--- src/rtl/dac_pwrup_pkg.sv ---
package dac_pwrup_pkg;
  typedef enum logic [2:0] {
    ST_RESET = 3'd0,
    ST_WAIT  = 3'd1,
    ST_PDN   = 3'd2,
    ST_DELAY = 3'd3,
    ST_CLAMP = 3'd4,
    ST_RAMP  = 3'd5,
    ST_RUN   = 3'd6
  } seq_state_e;
endpackage

--- src/rtl/dac_lrck_edge.sv ---
// Brings the frame clock into the master domain and flags each rising edge.
module dac_lrck_edge #(
  parameter int STAGES = 2
) (
  input  logic clk_i,
  input  logic rst_i,
  input  logic lrck_i,
  output logic frame_tick_o
);
  logic [STAGES-1:0] sync_q;
  logic              last_q;

  generate
    if (STAGES == 1) begin : g_one
      always_ff @(posedge clk_i) begin
        if (rst_i) sync_q <= '0;
        else       sync_q <= lrck_i;
      end
    end else begin : g_many
      always_ff @(posedge clk_i) begin
        if (rst_i) sync_q <= '0;
        else       sync_q <= {sync_q[STAGES-2:0], lrck_i};
      end
    end
  endgenerate

  always_ff @(posedge clk_i) begin
    if (rst_i) begin
      last_q       <= 1'b0;
      frame_tick_o <= 1'b0;
    end else begin
      last_q       <= sync_q[STAGES-1];
      frame_tick_o <= sync_q[STAGES-1] & ~last_q;
    end
  end
endmodule

--- src/rtl/dac_seq_fsm.sv ---
// Mode decision and power-up ordering, with one shared duration counter.
module dac_seq_fsm
  import dac_pwrup_pkg::*;
#(
  parameter int WAIT_FRAMES  = 512,
  parameter int CLAMP_FRAMES = 1000,
  parameter int RAMP_FRAMES  = 10000,
  parameter int DELAY_CYCLES = 12500
) (
  input  logic       clk_i,
  input  logic       rst_i,
  input  logic       tick_i,
  input  logic [1:0] speed_i,
  input  logic       cp_en_wr_i,
  input  logic       pdn_i,
  input  logic       popg_i,
  output seq_state_e cur_o,
  output seq_state_e nxt_o,
  output logic       clamp_o,
  output logic       audio_en_o,
  output logic       cp_mode_o
);
  localparam int MAX_AB = (4 * WAIT_FRAMES > CLAMP_FRAMES) ? 4 * WAIT_FRAMES : CLAMP_FRAMES;
  localparam int MAX_CD = (RAMP_FRAMES > DELAY_CYCLES) ? RAMP_FRAMES : DELAY_CYCLES;
  localparam int MAX_V  = (MAX_AB > MAX_CD) ? MAX_AB : MAX_CD;
  localparam int CNT_W  = $clog2(MAX_V + 1);

  localparam logic [CNT_W-1:0] LIM_W1 = CNT_W'(WAIT_FRAMES - 1);
  localparam logic [CNT_W-1:0] LIM_W2 = CNT_W'(2 * WAIT_FRAMES - 1);
  localparam logic [CNT_W-1:0] LIM_W4 = CNT_W'(4 * WAIT_FRAMES - 1);
  localparam logic [CNT_W-1:0] LIM_C  = CNT_W'(CLAMP_FRAMES - 1);
  localparam logic [CNT_W-1:0] LIM_R  = CNT_W'(RAMP_FRAMES - 1);
  localparam logic [CNT_W-1:0] LIM_D  = CNT_W'(DELAY_CYCLES - 1);

  seq_state_e       state_q, state_d;
  logic [CNT_W-1:0] cnt_q;
  logic [CNT_W-1:0] wait_lim;
  logic             cpm_q;
  logic             counting;
  seq_state_e       pwr_entry;

  always_comb begin
    case (speed_i)
      2'd0:    wait_lim = LIM_W1;
      2'd1:    wait_lim = LIM_W2;
      default: wait_lim = LIM_W4;
    endcase
  end

  assign pwr_entry = popg_i ? ST_CLAMP : ST_DELAY;

  always_comb begin
    state_d = state_q;
    case (state_q)
      ST_RESET: state_d = ST_WAIT;
      ST_WAIT: begin
        if (cp_en_wr_i)                        state_d = ST_PDN;
        else if (tick_i && cnt_q == wait_lim)  state_d = pwr_entry;
      end
      ST_PDN:   if (!pdn_i)                    state_d = pwr_entry;
      ST_DELAY: if (cnt_q == LIM_D)            state_d = ST_RUN;
      ST_CLAMP: if (tick_i && cnt_q == LIM_C)  state_d = ST_RAMP;
      ST_RAMP:  if (tick_i && cnt_q == LIM_R)  state_d = ST_RUN;
      default:  state_d = state_q;
    endcase
    if (cpm_q && pdn_i &&
        (state_q == ST_DELAY || state_q == ST_CLAMP ||
         state_q == ST_RAMP  || state_q == ST_RUN))
      state_d = ST_PDN;
    if (rst_i) state_d = ST_RESET;
  end

  always_comb begin
    case (state_q)
      ST_WAIT, ST_CLAMP, ST_RAMP: counting = tick_i;
      ST_DELAY:                   counting = 1'b1;
      default:                    counting = 1'b0;
    endcase
  end

  always_ff @(posedge clk_i) begin
    if (rst_i) begin
      state_q    <= ST_RESET;
      cnt_q      <= '0;
      cpm_q      <= 1'b0;
      clamp_o    <= 1'b1;
      audio_en_o <= 1'b0;
    end else begin
      state_q    <= state_d;
      if (state_d != state_q) cnt_q <= '0;
      else if (counting)      cnt_q <= cnt_q + 1'b1;
      if (state_q == ST_WAIT && cp_en_wr_i) cpm_q <= 1'b1;
      clamp_o    <= !(state_d == ST_RAMP || state_d == ST_RUN);
      audio_en_o <= (state_d == ST_RUN);
    end
  end

  assign cur_o     = state_q;
  assign nxt_o     = state_d;
  assign cp_mode_o = cpm_q;
endmodule

--- src/rtl/dac_ramp_gen.sv ---
// Monotonic level code: one step per frame while ramping, full scale when running.
module dac_ramp_gen
  import dac_pwrup_pkg::*;
#(
  parameter int RAMP_W      = 16,
  parameter int RAMP_FRAMES = 10000
) (
  input  logic              clk_i,
  input  logic              rst_i,
  input  seq_state_e        cur_i,
  input  seq_state_e        nxt_i,
  input  logic              tick_i,
  output logic [RAMP_W-1:0] ramp_o
);
  localparam logic [RAMP_W-1:0] FULL = {RAMP_W{1'b1}};
  localparam logic [RAMP_W-1:0] STEP = RAMP_W'(FULL / RAMP_W'(RAMP_FRAMES));

  always_ff @(posedge clk_i) begin
    if (rst_i) begin
      ramp_o <= '0;
    end else begin
      case (nxt_i)
        ST_RUN:  ramp_o <= FULL;
        ST_RAMP: if (cur_i == ST_RAMP && tick_i) ramp_o <= ramp_o + STEP;
                 else if (cur_i != ST_RAMP)      ramp_o <= '0;
        default: ramp_o <= '0;
      endcase
    end
  end
endmodule

--- src/rtl/dac_pwrup_seq.sv ---
module dac_pwrup_seq
  import dac_pwrup_pkg::*;
#(
  parameter int SYNC_STAGES  = 2,
  parameter int WAIT_FRAMES  = 512,
  parameter int CLAMP_FRAMES = 1000,
  parameter int RAMP_FRAMES  = 10000,
  parameter int DELAY_CYCLES = 12500,
  parameter int RAMP_W       = 16
) (
  input  logic              clk_i,
  input  logic              rst_i,
  input  logic              lrck_i,
  input  logic [1:0]        speed_i,
  input  logic              cp_en_wr_i,
  input  logic              pdn_i,
  input  logic              popg_i,
  output logic              clamp_o,
  output logic [RAMP_W-1:0] ramp_o,
  output logic              audio_en_o,
  output logic              cp_mode_o,
  output logic [2:0]        state_o
);
  logic       tick;
  seq_state_e cur_st, nxt_st;

  dac_lrck_edge #(.STAGES(SYNC_STAGES)) u_edge (
    .clk_i(clk_i), .rst_i(rst_i), .lrck_i(lrck_i), .frame_tick_o(tick)
  );

  dac_seq_fsm #(
    .WAIT_FRAMES(WAIT_FRAMES), .CLAMP_FRAMES(CLAMP_FRAMES),
    .RAMP_FRAMES(RAMP_FRAMES), .DELAY_CYCLES(DELAY_CYCLES)
  ) u_fsm (
    .clk_i(clk_i), .rst_i(rst_i), .tick_i(tick), .speed_i(speed_i),
    .cp_en_wr_i(cp_en_wr_i), .pdn_i(pdn_i), .popg_i(popg_i),
    .cur_o(cur_st), .nxt_o(nxt_st), .clamp_o(clamp_o),
    .audio_en_o(audio_en_o), .cp_mode_o(cp_mode_o)
  );

  dac_ramp_gen #(.RAMP_W(RAMP_W), .RAMP_FRAMES(RAMP_FRAMES)) u_ramp (
    .clk_i(clk_i), .rst_i(rst_i), .cur_i(cur_st), .nxt_i(nxt_st),
    .tick_i(tick), .ramp_o(ramp_o)
  );

  assign state_o = cur_st;
endmodule

--- config.mk ---
export PLATFORM = sky130hd
export DESIGN_NAME = dac_pwrup_seq
export DESIGN_NICKNAME = d
export VERILOG_FILES = /design/src/rtl/dac_pwrup_pkg.sv /design/src/rtl/dac_lrck_edge.sv /design/src/rtl/dac_seq_fsm.sv /design/src/rtl/dac_ramp_gen.sv /design/src/rtl/dac_pwrup_seq.sv
export SDC_FILE = /design/constraint.sdc
export NUM_CORES = 1
export LEC_CHECK = 0
export BUFFER_PORTS_ARGS = -buffer_cell sky130_fd_sc_hd__buf_4
export CELL_PAD_IN_SITES_DETAIL_PLACEMENT = 1
export CELL_PAD_IN_SITES_GLOBAL_PLACEMENT = 1
export CORE_MARGIN = 2
export CORE_UTILIZATION = 40
export CTS_BUF_LIST = sky130_fd_sc_hd__clkbuf_4
export DETAILED_ROUTE_END_ITERATION = 12
export PLACE_DENSITY = 0.76
export REMOVE_ABC_BUFFERS = 1
export SYNTH_ARGS = -nofsm -noshare
export SYNTH_HDL_FRONTEND = slang
export SYNTH_SLANG_ARGS = --single-unit
--- constraint.sdc ---
create_clock -name clk_i -period 2.7 [get_ports clk_i]
set_input_delay 0.54 -clock clk_i [delete_from_list [all_inputs] [get_ports clk_i]]
set_output_delay 0.54 -clock clk_i [all_outputs]
set_load 0.1 [all_outputs]
### Yosys cells after proc, flatten, opt, wreduce, memory -nomap -nowiden

Cells that the tools add are included.

* reductions and logical operators: 16
* add/subtract/negate cells: 2
* bitwise operators: 2
* equality and inequality tests: 16
* mux-type cells: 15

Operators with widths (count)
* $mux 16: 2
* $pmux 16 s2: 1
* $eq 14x14->1 const B: 2
* $mux 3: 9
* $pmux 11 s2: 1
* $pmux 3 s6: 1
* $add 16x3->16 const B: 1
* $eq 3x3->1 const B: 5
* $add 14x1->14 const B: 1
* $eq 14x10->1 const B: 1
* $eq 14x11->1: 1
* $logic_and 1x1->1: 7
* $eq 3x2->1 const B: 2
* $logic_or 1x1->1: 4
* $eq 3x1->1 const B: 1
* $logic_not 3->1: 1
* $ne 3x1->1 const B: 1
* $ne 3x3->1: 1
* $ne 3x3->1 const B: 1
* $reduce_or 3->1: 1
* $eq 2x1->1 const B: 1
* $logic_not 2->1: 1
* $pmux 1 s2: 1
* $reduce_or 2->1: 1
* other kinds (3): 3

* input port bits: 8
* word-level logic and storage cells: 60
* output and inout port bits: 22
* flip-flop bits (word level): 40

### Longest topological paths before layout

Gate-level depths: netlist (run 1).

* depth in word-level cells: 12
* mapped depth: 10
* gate-level depth less buffers: 8

### Cells and area by module

Synthesis (run 1) repeated with hierarchy kept, for this count alone.

* cells, all modules: 273
* area, all modules: 2448.6 µm²

By module, submodules not included
* dac_seq_fsm: cells each 147, area each 1386.3 µm², seq. area each 400.4 µm², times used 1
* dac_ramp_gen: cells each 118, area each 950.9 µm², seq. area each 320.3 µm², times used 1
* dac_lrck_edge: cells each 8, area each 111.4 µm², seq. area each 80.1 µm², times used 1

### Worst setup path before layout (run 1)

OpenSTA, ideal clock, no wires.

* kind: register to register
* from: register u_fsm.state_q[2], in the netlist u_fsm.cur_o[2]
* to: register u_ramp.ramp_o[0]
* data required time: 2624 ps
* arrival time: 2679 ps
* path buffers: 3
* setup slack: -55 ps
* library setup time: 76 ps
* stages on the path, launching flop included: 10
* period minus slack after synthesis: 2755 ps
* cell sequence: dfxtp_1 buf_2 nor2b_1 nand2_1 a21oi_1 o21ai_0 or3_1 buf_2 clkbuf_2 o21ai_0

* longest elaborated chain between the ends: 9
* elaborated cells on any way between the ends: 27
* classes of those cells: eq/ne (10); mux (11); reduce/logical (6)

Ends and longest elaborated chain
* start: declaration: line dac_seq_fsm.sv:35 `seq_state_e state_q, state_d;`
* start signal: assignment: line dac_seq_fsm.sv:89 `state_q <= state_d;`
* branches (longest 9 deep; another with $pmux 16 s2)
* end signal: assignment: line dac_ramp_gen.sv:24 `ST_RAMP: if (cur_i == ST_RAMP && tick_i) ramp_o <= ramp_o + STEP;`
* end: declaration: line dac_ramp_gen.sv:13 `output logic [RAMP_W-1:0] ramp_o`

Several ways; the timed one is not identified.
A chain may end at the register's enable or synchronous reset.

### Final worst setup path (run 1)

* from: register u_fsm.cnt_q[4]
* to: register u_fsm.clamp_o

* longest elaborated chain between the ends: 10
* elaborated cells on any way between the ends: 19
* classes of those cells: eq/ne (6); mux (8); reduce/logical (5)

Ends and longest elaborated chain
* start: declaration: line dac_seq_fsm.sv:36 `logic [CNT_W-1:0] cnt_q;`
* start signal: assignment: line dac_seq_fsm.sv:91 `else if (counting) cnt_q <= cnt_q + 1'b1;`
* $eq 14x11->1: line dac_seq_fsm.sv:58 `else if (tick_i && cnt_q == wait_lim) state_d = pwr_entry;`
* $logic_and 1x1->1: line dac_seq_fsm.sv:58
* $mux 3: line dac_seq_fsm.sv:58
* $mux 3: line dac_seq_fsm.sv:57 `if (cp_en_wr_i) state_d = ST_PDN;`
* $pmux 3 s6 *: line dac_seq_fsm.sv:54 `case (state_q)`
* $mux 3 *: line dac_seq_fsm.sv:66 `if (cpm_q && pdn_i &&`
* $mux 3 *: line dac_seq_fsm.sv:70 `if (rst_i) state_d = ST_RESET;`
* $eq 3x3->1: line dac_seq_fsm.sv:93 `clamp_o <= !(state_d == ST_RAMP || state_d == ST_RUN);`
* $logic_or 1x1->1 *: line dac_seq_fsm.sv:93
* $logic_not 1->1 *: line dac_seq_fsm.sv:93
* end signal: assignment: line dac_seq_fsm.sv:93
* end: declaration: line dac_seq_fsm.sv:19 `output logic clamp_o,`

Mark *: on every way between the ends. The rest lies on a longest branch, timed or not.

==> flow_summary.ini, run 1 <==
[clocking]
cts_max_level = 2
clock_latency_ps = 360
clk_path_buf_depth = 2
cts_made_buffers = 5
cts_tree = yes
cts_hold_buffers = 0
path_clk_slew_ps = 120
cts-root-buf = clkbuf_4
cts_setup_buffers = 0
cts_resized = 0
cts.sinks = 40

[detailed_routing]
drt_iter0_drc = 48
drc = 0
via_count = 1812
drt_wl_total_um = 4900
antenna_left = 0
dr.pass1.iters = 4
via_per_inst = 5.21
wl_per_cell_um = 14.1

[sta]
tightestPinTransition_ps = 589
fin_crit_sh_pct = 90.5
rsz0062_at_grt = no
setup_viol = 0
fin_worst_skew_ps = 22.2
setup_slack_ps = 257
min_period_ps = 2440
drv_slew = 0
timing.fmax_ghz = 0.409
hold_viol = 0
max_slew_margin_pct = 60.7

[global_routing]
grt_overflow = 0
antenna_found_initial = 0
grt_pass1_vias = 1830
grt_use_total_pct = 17.7
grt_start_max_net_pins = 19
grt_pass1_wl_um = 8780

[die]
dieArea_sq_um = 6130
start_util_pct = 40.9
dieHeight_um = 78.3
core_sq_um = 5410
core.rowCount = 27
io_pins = 30
dieWidth_um = 78.3

[critical_path]
end_kind = flop
cp-start-kind = flop
required_ps = 2960
r2r_end = u_fsm.clamp_o
rr_worst_depth = 7
rrSetupSlack_ps = 260
cp_cell_sequence = or4b_4 > nor4_4 > a21oi_1 > o21a_1 > or3_1 > buf_4 > and2_1
crit_slowest_cell = or4b_4
reg2reg_from = u_fsm.cnt_q[4]
worstSetupPathType = flop to flop
worstPathArrival_ps = 2700
slowest_delay_ps = 580
crit_fanout = 18

[synthesis]
ys_async_sr_fraction_pct = 0
avgSynthCellArea_sq_um = 9.13
synth-seq-cells = 40
yosys_most_used_dff = dfxtp_1
synth_cells = 242
netlist_area_sq_um = 2210
ys_warn_count = 0
synth_edf_count = 0
synth_cell_types = 47
yosysSeqAreaShare_pct = 36.2

[power_and_ir_drop]
leakagePower_nw = 0.942
vdd_drop_max_mv = 0.257
power.share.sequential_pct = 48.0
comb_power_share_pct = 20.3
clockPowerShare_pct = 31.7
p_int_w = 0.000882
power_density_nw_per_um2 = 497
p_switching_w = 0.000411
swShare_pct = 31.8
power.total_w = 0.00129

[place]
io_buffers = 29
dp_hpwl_um = 3630
gp_congestion = 0.834
place_ws_ps = 39.9

[hold_path]
hold_start = lrck_i
hold_depth = 2
hold_path.class = primary input to flop
holdPathEnd = u_edge.sync_q[0]

[finish]
final_nets = 285
drive_gt1_share_pct = 27.9
area_growth_pct = 17.9
n_antenna_cell = 0

[run]
drv_cap = 0

[status]
status = finished, final reports clean
power groups by stage:
stage          Sequential [W]  Clock (W)  Combinational (W)
5_1_grt              0.000624   0.000442           0.000285
2_1_floorplan        0.000694          0           0.000123
4_1_cts              0.000621   0.000423           0.000255
3_5_place_dp         0.000634          0           0.000255
3_3_place_gp         0.000633          0           0.000253
6_report             0.000620   0.000410           0.000263
worst max-delay path: cells and delay by family, from the launching register on:
kind | cells | cell delay [ps]
compound gates | 2 | 390
buf+inv | 1 | 220
flops | 1 | 380
simple gates | 4 | 1360
kinds of logic (layout without fill, tap and decap cells):
family / Yosys count / count (layout) / synth area share (%)
AOI/OAI and AO/OA: 41 / 41 / 13.5
xor gates and xnor gates: 29 / 29 / 11.8
DFF: 40 / 40 / 36.2
adders and majority gates: 2 / 2 / 1.13
muxes: 2 / 2 / 0.906
and+or+nand+nor: 104 / 104 / 30.6
buffers and inverters: 24 / 58 / 5.77
cells in the final DEF, fill, tap and decap left out, types with 7 or more instances in the layout:
cell type   n
nand3_1    14
xnor2_1    13
o21ai_2     9
nor2_1     14
dfxtp_1    40
o21ai_0     9
inv_1       8
a21oi_1     7
nor3_1      7
xor2_1     15
buf_4      41
nor2b_1     7
nand2_1    17
nor4_2     10
flip-flops by register name, indices dropped and copies added, names as in the netlist:
signal / cells
u_fsm.cnt_q: 14
u_fsm.cp_mode_o: 1
u_edge.sync_q: 2
u_edge.last_q: 1
u_fsm.audio_en_o: 1
u_fsm.clamp_o: 1
u_edge.frame_tick_o: 1
u_fsm.cur_o: 3
u_ramp.ramp_o: 16
Yosys cell counts (3+ instances only):
| cell type | instances | area share [%] |
|---|---|---|
| nor4_2 | 10 | 5.7 |
| buf_2 | 5 | 1.1 |
| nand2_1 | 17 | 2.9 |
| dfxtp_1 | 40 | 36 |
| xor2_1 | 15 | 5.9 |
| a21o_1 | 3 | 1.0 |
| a21oi_1 | 7 | 1.6 |
| and3_1 | 5 | 1.4 |
| o21ai_2 | 9 | 3.6 |
| nand3_1 | 14 | 3.2 |
| nor4_1 | 4 | 1.1 |
| xnor2_1 | 13 | 5.2 |
| clkbuf_1 | 4 | 0.68 |
| o21ai_0 | 10 | 2.3 |
| inv_1 | 8 | 1.4 |
| nor2_1 | 14 | 2.4 |
| and4_1 | 3 | 1.2 |
| buf_6 | 3 | 1.5 |
| nor3_1 | 7 | 1.6 |
| nor2b_1 | 7 | 2.0 |
| o21a_1 | 4 | 1.4 |
| nand4_1 | 6 | 1.7 |
| or3_1 | 3 | 0.85 |
cell type report:
class                   instances  area (sq um)
flip-flops and latches         40           801
fillers                       646          2800
well taps                      72          90.1
clock inverters                 2          35.0
multi-input cells             178          1290
repair buffers                 41           308
inverters                       9          33.8
clock buffers                   6          45.0
worst max-delay path by stage:
stage | startpoint | endpoint | slack (ps)
4_1_cts | u_fsm.cnt_q[4] | u_fsm.cnt_q[2] | 70
2_1_floorplan | u_fsm.cur_o[1] | u_fsm.cnt_q[2] | -440
3_5_place_dp | speed_i[1] | u_fsm.cnt_q[2] | 40
6_report | u_fsm.cnt_q[4] | u_fsm.clamp_o | 260
5_1_grt | u_fsm.cnt_q[0] | u_fsm.clamp_o | 90
3_3_place_gp | speed_i[1] | u_fsm.cnt_q[2] | 60
metal layers:
metal	vias to the layer above	routed length, um	share of wire [%]	GRT usage, %
li1	920	-	-	-
met1	865	2330	48	22.5
met2	21	2380	49	30.2
met3	6	126	2.6	2.64
met4	0	59	1.2	6.67
met5	-	0	0	0
stage by stage:
step                utilization [%]  TNS (ps)  hold slack, ps  cell area, sq um  cells
floorplan                         -     -7790             367              2120    227
global route                   48.2         0             404              2610    348
CTS                            48.0         0             377              2590    348
detailed placement             46.5         0             379              2510    340
global placement               46.5         0             389              2510    340
finish                         48.2         0             393              2610    348
No activity file was read; power rests on OpenSTA's default activity.
==> run 2, diff against run 1 <==
Settings changed: ABC_AREA from default to 1, PLACE_DENSITY 0.76 to 0.79.
==> flow_summary.ini, run 2 <==
[power_and_ir_drop]
vdd_drop_max_mv = 0.332
leakagePower_nw = 1.31
power.total_w = 0.00136
power_density_nw_per_um2 = 459

[clocking]
cts_setup_buffers = 0
path_clk_slew_ps = 140
cts_hold_buffers = 0
clock_latency_ps = 350
cts_tree = yes
cts_resized = 0
clk_path_buf_depth = 2
cts.sinks = 40
cts-root-buf = clkbuf_4
cts_max_level = 2
cts_made_buffers = 5

[synthesis]
yosysSeqAreaShare_pct = 30.4
ys_warn_count = 0
ys_async_sr_fraction_pct = 0
netlist.area_leader.share_pct = 30.4
yosys_most_used_dff = dfxtp_1
avgSynthCellArea_sq_um = 6.50
yosysMostFrequentCell = nand2_1
synth_cell_types = 29
synth_cells = 406
synth.area.top_cells = dfxtp_1 (30%), nand2_1 (14%), nor2_1 (8.0%)
netlist_area_sq_um = 2640
synth_edf_count = 0
yosys-top-cells-count = nand2_1 (95), nor2_1 (56), inv_1 (55)
synth-seq-cells = 40
synth_area_leader_cell = dfxtp_1

[place]
io_buffers = 29
dp_hpwl_um = 5330
gp_congestion = 0.868

[finish]
final_common_cell = nand2_1
nFillCells = 868
regMostFlops = u_ramp.ramp_o
largest_register_ffs = 16
final_nets = 440
n_antenna_cell = 0
drive_gt1_share_pct = 18.1
area_growth_pct = 12.4
layout_common_cells = nand2_1 (95), nor2_1 (56), inv_1 (55), dfxtp_1 (40), nand3_1 (37)

[global_routing]
grt_pass1_wl_um = 12500
grt_start_max_net_pins = 19
grt_use_total_pct = 21.1
antenna_found_initial = 0
grt_overflow = 0
grt_pass1_vias = 2595

[detailed_routing]
drt_wl_total_um = 7150
via_count = 2596
drt_iter0_drc = 112
wl_per_cell_um = 14.1
antenna_left = 0
dr.pass1.iters = 4
drc = 0
via_per_inst = 5.11

[hold_path]
hold_path.class = primary input to flop
hold_depth = 3

[critical_path]
worstSetupPathType = flop to flop
cp-start-kind = flop
crit_fanout = 17
rr_worst_depth = 10
required_ps = 2970
end_kind = flop
worstPathArrival_ps = 2580

[sta]
fin_crit_sh_pct = 85.5
setup_viol = 0
rsz0062_at_grt = no
hold_viol = 0
tightestPinTransition_ps = 557
timing.hold.ws_ps = 379
timing.fmax_ghz = 0.433
max_slew_margin_pct = 62.8
min_period_ps = 2310
fin_worst_skew_ps = 9.95
tns_ps = 0
drv_slew = 0

[die]
dieHeight_um = 85.2
dieWidth_um = 85.2
core_sq_um = 6350
dieArea_sq_um = 7260
io_pins = 30
start_util_pct = 41.5
core.rowCount = 29

[status]
status = finished, final reports clean

[run]
drv_cap = 0
## run 2: logic make-up after synthesis
kind of cell    Yosys count  share of synthesized area [%]
buf+inv                  77                           12.1
xor+xnor                 21                           6.97
simple gates            252                           46.5
compound gates           13                           2.75
mux                       1                          0.380
fa+ha+maj                 2                          0.949
flops                    40                           30.4
## run 2: per-layer routing
metal | vias up | routed length [um] | GRT usage, %
met1 | 1245 | 3620 | 29.4
met3 | 2 | 169 | 2.72
li1 | 1322 | - | -
met4 | 0 | 36 | 4.91
met5 | - | 0 | 0
met2 | 27 | 3320 | 34.7
## run 2: worst max-delay path, cell delays in order, from the launching register on
cell and delay, ps:
dfxtp_1 440, inv_2 190, nor2_1 220, nand3_1 90, nor2_1 180, nand3_1 150, nand3_1 100, nand2_1 110
nand3_1 110, nand3_2 370, nor3_1 260
## run 2: path summary, 6_finish.rpt
path / start / slack (ps) / endpoint
setup reg to reg: u_edge.frame_tick_o / 390 / u_fsm.cnt_q[2]
hold reg to reg: u_edge.last_q / 410 / u_edge.frame_tick_o
setup / recovery: u_edge.frame_tick_o / 390 / u_fsm.cnt_q[2]
hold / removal: lrck_i / 380 / u_edge.sync_q[0]
## run 2: area by class of cell
type | instances | area, sq um | area share (%)
inverters | 64 | 240 | 8.10
multi-input cells | 289 | 1520 | 51.2
clock buffers | 5 | 37.5 | 1.27
well taps | 77 | 96.3 | 3.25
repair buffers | 30 | 225 | 7.60
flip-flops and latches | 40 | 801 | 27.0
clock inverters | 3 | 46.3 | 1.56
## run 2: stage by stage
stage                     instances  util [%]  setup WS, ps  area (sq um)
after global routing            508      46.7           159          2960
after global placement          500      45.4           482          2880
after floorplan                 393         -           149          2560
after CTS                       508      46.7           380          2960
after detailed placement        500      45.4           405          2880
final                           508      46.7           391          2960
## run 2: power by group
group          total, W  switching (W)  leakage (nW)  internal, W
sequential     0.000627      0.0000233         0.323     0.000604
clock          0.000425       0.000227        0.0418     0.000198
combinational  0.000309       0.000240         0.948    0.0000681
